==> config.mk <==
export PLATFORM = sky130hd
export DESIGN_NAME = cic4_decim32
export DESIGN_NICKNAME = d
export VERILOG_FILES = /design/src/rtl/cic_pkg.sv /design/src/rtl/cic_phase_ctr.sv /design/src/rtl/cic_integ.sv /design/src/rtl/cic_comb.sv /design/src/rtl/cic4_decim32.sv
export SDC_FILE = /design/constraint.sdc
export NUM_CORES = 1
export LEC_CHECK = 0
export ABC_AREA = 1
export BUFFER_PORTS_ARGS = -buffer_cell sky130_fd_sc_hd__buf_2
export CAP_MARGIN = 20
export CORE_ASPECT_RATIO = 1.75
export CORE_MARGIN = 3
export CORE_UTILIZATION = 35
export DETAILED_ROUTE_END_ITERATION = 8
export RECOVER_POWER = 50
export SETUP_SLACK_MARGIN = 0.5
export SLEW_MARGIN = 25
export SYNTH_ARGS = -nofsm -noshare
export SYNTH_HDL_FRONTEND = slang
export SYNTH_SLANG_ARGS = --single-unit
==> constraint.sdc <==
create_clock -name clk -period 12.22 [get_ports clk]
set_input_delay 3.055 -clock clk [delete_from_list [all_inputs] [get_ports clk]]
set_output_delay 3.055 -clock clk [all_outputs]
set_load 0.05 [all_outputs]
==> src/rtl/cic_pkg.sv <==
package cic_pkg;
    // Modulator code width and number of distinct levels
    localparam int CIC_CODE_W = 5;
    localparam int CIC_LEVELS = 17;
    // Rate change and filter order
    localparam int CIC_RATE   = 32;
    localparam int CIC_ORDER  = 4;
    // Number of leading output words flagged as transient
    localparam int CIC_SETTLE = 4;
endpackage

==> src/rtl/cic_phase_ctr.sv <==
module cic_phase_ctr #(
    parameter int RATE = 32
) (
    input  logic clk,
    input  logic rst_n,
    input  logic in_valid,
    output logic dec_tick
);
    localparam int PH_W = (RATE > 1) ? $clog2(RATE) : 1;
    localparam logic [PH_W-1:0] LAST = PH_W'(RATE - 1);

    typedef struct packed {
        logic [PH_W-1:0] phase;
    } ctr_t;

    ctr_t st_q, st_d;
    logic tick_d;

    always_comb begin
        st_d   = st_q;
        tick_d = 1'b0;
        if (in_valid) begin
            if (st_q.phase == LAST) begin
                st_d.phase = '0;
                tick_d     = 1'b1;
            end else begin
                st_d.phase = st_q.phase + 1'b1;
            end
        end
    end

    always_ff @(posedge clk) begin
        if (!rst_n) st_q <= '0;
        else        st_q <= st_d;
    end

    assign dec_tick = tick_d;

    generate
        if (RATE > 1) begin : g_spacing

            tick_spacing_chk: assert property (@(posedge clk) disable iff (!rst_n)
                dec_tick |=> !dec_tick);
        end
    endgenerate
endmodule

==> src/rtl/cic_integ.sv <==
module cic_integ #(
    parameter int IN_W  = 5,
    parameter int ACC_W = 25,
    parameter int ORDER = 4
) (
    input  logic                    clk,
    input  logic                    rst_n,
    input  logic                    in_valid,
    input  logic signed [IN_W-1:0]  sample,
    output logic [ACC_W-1:0]        acc_next
);
    typedef struct packed {
        logic [ORDER-1:0][ACC_W-1:0] acc;
    } integ_t;

    integ_t st_q, st_d;
    logic [ACC_W-1:0] feed;

    always_comb begin
        st_d = st_q;
        feed = {{(ACC_W-IN_W){sample[IN_W-1]}}, sample};
        for (int k = 0; k < ORDER; k++) begin
            if (in_valid) begin
                // Modulo 2^ACC_W addition; wraparound is intended
                st_d.acc[k] = st_q.acc[k] + feed;
            end
            feed = st_d.acc[k];
        end
        acc_next = st_d.acc[ORDER-1];
    end

    always_ff @(posedge clk) begin
        if (!rst_n) st_q <= '0;
        else        st_q <= st_d;
    end


    idle_hold_chk: assert property (@(posedge clk) disable iff (!rst_n)
        !in_valid |=> $stable(st_q));
endmodule

==> src/rtl/cic_comb.sv <==
module cic_comb #(
    parameter int ACC_W  = 25,
    parameter int ORDER  = 4,
    parameter int SETTLE = 4
) (
    input  logic             clk,
    input  logic             rst_n,
    input  logic             tick,
    input  logic [ACC_W-1:0] sample,
    output logic [ACC_W-1:0] out_data,
    output logic             out_valid,
    output logic             out_settled
);
    localparam int CNT_W = $clog2(SETTLE + 1) > 0 ? $clog2(SETTLE + 1) : 1;
    localparam logic [CNT_W-1:0] CNT_MAX = CNT_W'(SETTLE);

    typedef struct packed {
        logic [ORDER-1:0][ACC_W-1:0] dly;
        logic [ACC_W-1:0]            data;
        logic                        valid;
        logic                        settled;
        logic [CNT_W-1:0]            cnt;
    } comb_t;

    comb_t st_q, st_d;
    logic [ACC_W-1:0] stage;
    logic [ACC_W-1:0] diff;

    always_comb begin
        st_d       = st_q;
        st_d.valid = 1'b0;
        stage      = sample;
        diff       = '0;
        if (tick) begin
            for (int k = 0; k < ORDER; k++) begin
                diff        = stage - st_q.dly[k];
                st_d.dly[k] = stage;
                stage       = diff;
            end
            st_d.data    = stage;
            st_d.valid   = 1'b1;
            st_d.settled = (st_q.cnt == CNT_MAX);
            if (st_q.cnt != CNT_MAX) st_d.cnt = st_q.cnt + 1'b1;
        end
    end

    always_ff @(posedge clk) begin
        if (!rst_n) st_q <= '0;
        else        st_q <= st_d;
    end

    assign out_data    = st_q.data;
    assign out_valid   = st_q.valid;
    assign out_settled = st_q.settled;


    settled_sticky_chk: assert property (@(posedge clk) disable iff (!rst_n)
        out_settled |=> out_settled);

    settled_rise_chk: assert property (@(posedge clk) disable iff (!rst_n)
        $rose(out_settled) |-> out_valid);

    data_hold_chk: assert property (@(posedge clk) disable iff (!rst_n)
        !out_valid |-> $stable(out_data));
endmodule

==> src/rtl/cic4_decim32.sv <==
module cic4_decim32
    import cic_pkg::*;
#(
    parameter int CODE_W = CIC_CODE_W,
    parameter int LEVELS = CIC_LEVELS,
    parameter int RATE   = CIC_RATE,
    parameter int ORDER  = CIC_ORDER,
    parameter int SETTLE = CIC_SETTLE,
    parameter int OUT_W  = CODE_W + ORDER * $clog2(RATE)
) (
    input  logic              clk,
    input  logic              rst_n,
    input  logic              in_valid,
    input  logic [CODE_W-1:0] in_code,
    output logic              out_valid,
    output logic [OUT_W-1:0]  out_data,
    output logic              out_settled
);
    localparam int GROWTH = ORDER * $clog2(RATE);
    localparam int ACC_W  = CODE_W + GROWTH;
    localparam logic [CODE_W-1:0] TOP_CODE = CODE_W'(LEVELS - 1);
    localparam logic [CODE_W-1:0] MID_CODE = CODE_W'((LEVELS - 1) / 2);

    logic [CODE_W-1:0]        code_lim;
    logic signed [CODE_W-1:0] mapped;
    logic                     dec_tick;
    logic [ACC_W-1:0]         integ_out;
    logic [ACC_W-1:0]         comb_out;

    always_comb begin
        code_lim = (in_code > TOP_CODE) ? TOP_CODE : in_code;
        mapped   = signed'(code_lim - MID_CODE);
    end

    cic_phase_ctr #(.RATE(RATE)) u_phase (
        .clk      (clk),
        .rst_n    (rst_n),
        .in_valid (in_valid),
        .dec_tick (dec_tick)
    );

    cic_integ #(.IN_W(CODE_W), .ACC_W(ACC_W), .ORDER(ORDER)) u_integ (
        .clk      (clk),
        .rst_n    (rst_n),
        .in_valid (in_valid),
        .sample   (mapped),
        .acc_next (integ_out)
    );

    cic_comb #(.ACC_W(ACC_W), .ORDER(ORDER), .SETTLE(SETTLE)) u_comb (
        .clk         (clk),
        .rst_n       (rst_n),
        .tick        (dec_tick),
        .sample      (integ_out),
        .out_data    (comb_out),
        .out_valid   (out_valid),
        .out_settled (out_settled)
    );

    assign out_data = OUT_W'(comb_out);


    strobe_after_enable_chk: assert property (@(posedge clk) disable iff (!rst_n)
        out_valid |-> $past(in_valid));

    strobe_single_chk: assert property (@(posedge clk) disable iff (!rst_n)
        out_valid |=> !out_valid);
endmodule

==> results_dict.tcl <==
set metrics [dict create \
    slew_headroom_pct 36.6 \
    grt_overflow 0 \
    cts_max_level 1 \
    n_fill_cell 4167 \
    async_flop_share_pct 0 \
    die_height_um 296 \
    portBuffers 34 \
    hpwlAfterDp_um 31500 \
    antenna_found_initial 0 \
    fin_crit_ns 12.12 \
    cpMostUsedCell "a21oi_2" \
    r2r_cells 59 \
    synth_area_per_cell_sq_um 7.14 \
    design.die.area_sq_mm 0.0508 \
    areaGrowthSynthToFinish_pct 44.3 \
    timing.rr.start "u_integ.st_q[2]" \
    rsz0062_at_grt "yes" \
    start_util_pct 35.6 \
    grt_usage_pct 17.0 \
    synth_fp_nets 2568 \
    crit_slowest_cell "nor4_2" \
    yosysTopAreaCell "dfxtp_1" \
    synthCells 2354 \
    multi_input_area_sq_mm 0.0129 \
    end_kind "flop" \
    ant_nets 0 \
    vias 16666 \
    gp_congestion 0.873 \
    tns_ns 0 \
    cap_viol_max_count 0 \
    ys_top_cells_by_area "dfxtp_1 (28%), ha_1 (15%), nand2_1 (12%)" \
    final_cell_mix "nand2_1 (509), buf_4 (431), inv_1 (272)" \
    grt_max_degree 92 \
    dp_slack_ns -0.858 \
    criticalPathCategory "input pin to flop" \
    grt_pass1_wl_um 73000 \
    min_from "u_comb.out_data[15]" \
    critPathArrivalTime_ns 12.58 \
    clkTransAtPathRegs_ns 0.06 \
    synth_ff_type "dfxtp_1" \
    yosysWarnings 0 \
    grt_pass1_vias 16668 \
    crit_path_max_fanout 5 \
    fin_cells 3416 \
    coreArea_sq_mm 0.0472 \
    fmax_ghz 0.0825 \
    drc 0 \
    critical_path_required_ns 12.68 \
    seqCellArea_sq_mm 0.00470 \
    synth-seq-area-share_pct 28.0 \
    drt-pass1-iter-count 5 \
    critPathLaunch "in_code[2]" \
    drive_above_1_share_pct 34.3 \
    synth.distinct_cells 58 \
    fin_worst_skew_ns 0.0228 \
    worst-slew-pin-transition_ns 0.951 \
    final_max_slew_viol_count 0 \
    holdPathStages 2 \
    nets 3025 \
    layout_commonest_cell "nand2_1" \
    syn_area_sq_mm 0.0168 \
    wl_um 47500 \
    routed_via_density 4.88 \
    ys_ff_latch 235 \
    final_hold_viol_count 0 \
    numCtsBuffers 26 \
    yosysTopAreaCellShare_pct 28.0 \
    placed_cell_area_sq_mm 0.0204 \
    start_kind "input pin" \
    fp.dieW_um 172 \
    clk_latency_ns 0.56 \
    placed_cells 3278 \
    placementRows 105 \
    design_area_sq_mm 0.0242 \
    cts_buffer_depth 3 \
    antenna_cells 0 \
    routedWlPerCell_um 13.9 \
    fin_crit_sh_pct 99.2 \
    drt_iter0_drc 578 \
    setup_viol 0 \
    root_buffer "clkbuf_16" \
    io_pins 35 \
    cts_tree "built" \
    status "complete, no violations" \
    cts_sinks 235 \
    ctsHoldBuffers 0 \
    finalWorstSetupSlack_ns 0.0953 \
    critPathMaxStageDelay_ns 0.35 \
    hold_path.class "flop to flop" \
    synth_edf_count 0 \
]
-- final timing paths --
path                                            end  slack (ns)
worst max-delay path            u_comb.out_data[24]         0.1
worst min-delay path            u_comb.out_data[15]        0.45
worst max register to register  u_comb.out_data[24]        2.60
worst min register to register  u_comb.out_data[15]        0.45
-- through the flow --
stage	hold slack (ns)	utilization [%]
2_1_floorplan	0.427	-
3_3_place_gp	0.435	43.2
3_5_place_dp	0.440	43.2
4_1_cts	0.456	46.8
5_1_grt	0.479	51.4
6_report	0.449	51.4
-- critical path: cells and delay by family --
family	cells	cell delay, ns
AO/OA/AOI/OAI	21	2.79
AND/OR/NAND/NOR	20	2.47
adder cells (fa/ha/maj)	8	2.17
XOR/XNOR	8	1.38
buffers and inverters	7	0.72
-- cells by family after synthesis --
group / synth area share [%]
adder cells (fa/ha/maj): 15.7
buffers and inverters: 9.18
AO/OA/AOI/OAI: 18.3
flip-flops: 28.0
AND/OR/NAND/NOR: 20.2
XOR/XNOR: 8.56
-- layer usage --
layer / global-route usage (%) / share of wire (%)
met1: 16.6 / 38
met2: 34.8 / 56
met5: 0 / 0
met3: 1.64 / 1.9
met4: 7.94 / 4.8
-- cell usage after synthesis (9+ instances only) --
cell type / number
nand2_2: 22
o21ai_1: 34
o21bai_1: 9
nand3_1: 59
o21ai_0: 175
ha_1: 198
xnor2_1: 57
nor2_1: 106
o22ai_1: 16
inv_1: 285
nor3_1: 11
inv_2: 9
nand2_1: 548
a21boi_1: 12
buf_4: 27
clkbuf_1: 47
a21oi_1: 260
or2_2: 21
a31oi_1: 20
dfxtp_1: 235
xor2_1: 101
nand4_1: 15
-- layout make-up --
class	instances	area share [%]
timing repair buffer	513	16.4
sequential	235	19.4
inverter	295	4.58
clock inverter	6	0.284
tap	588	3.04
clock buffer	39	3.30
multi-input combinational	1740	53.0
-- flip-flops by register name, indices dropped and copies added (netlist names) --
register and cells:
u_comb.out_data 25, u_comb.out_settled 1, u_comb.out_valid 1, u_comb.st_q 103, u_integ.st_q 100, u_phase.st_q 5
-- timing repair --
item                       in CTS  in global routing
gates resized for setup        95                349
pin swaps                      51                190
buffers inserted               49                 44
setup endpoints to repair      11                 23
Power is left out: the tool's default activity adds up to more than one toggle a clock period on the data nets, which glitch-free logic cannot reach.
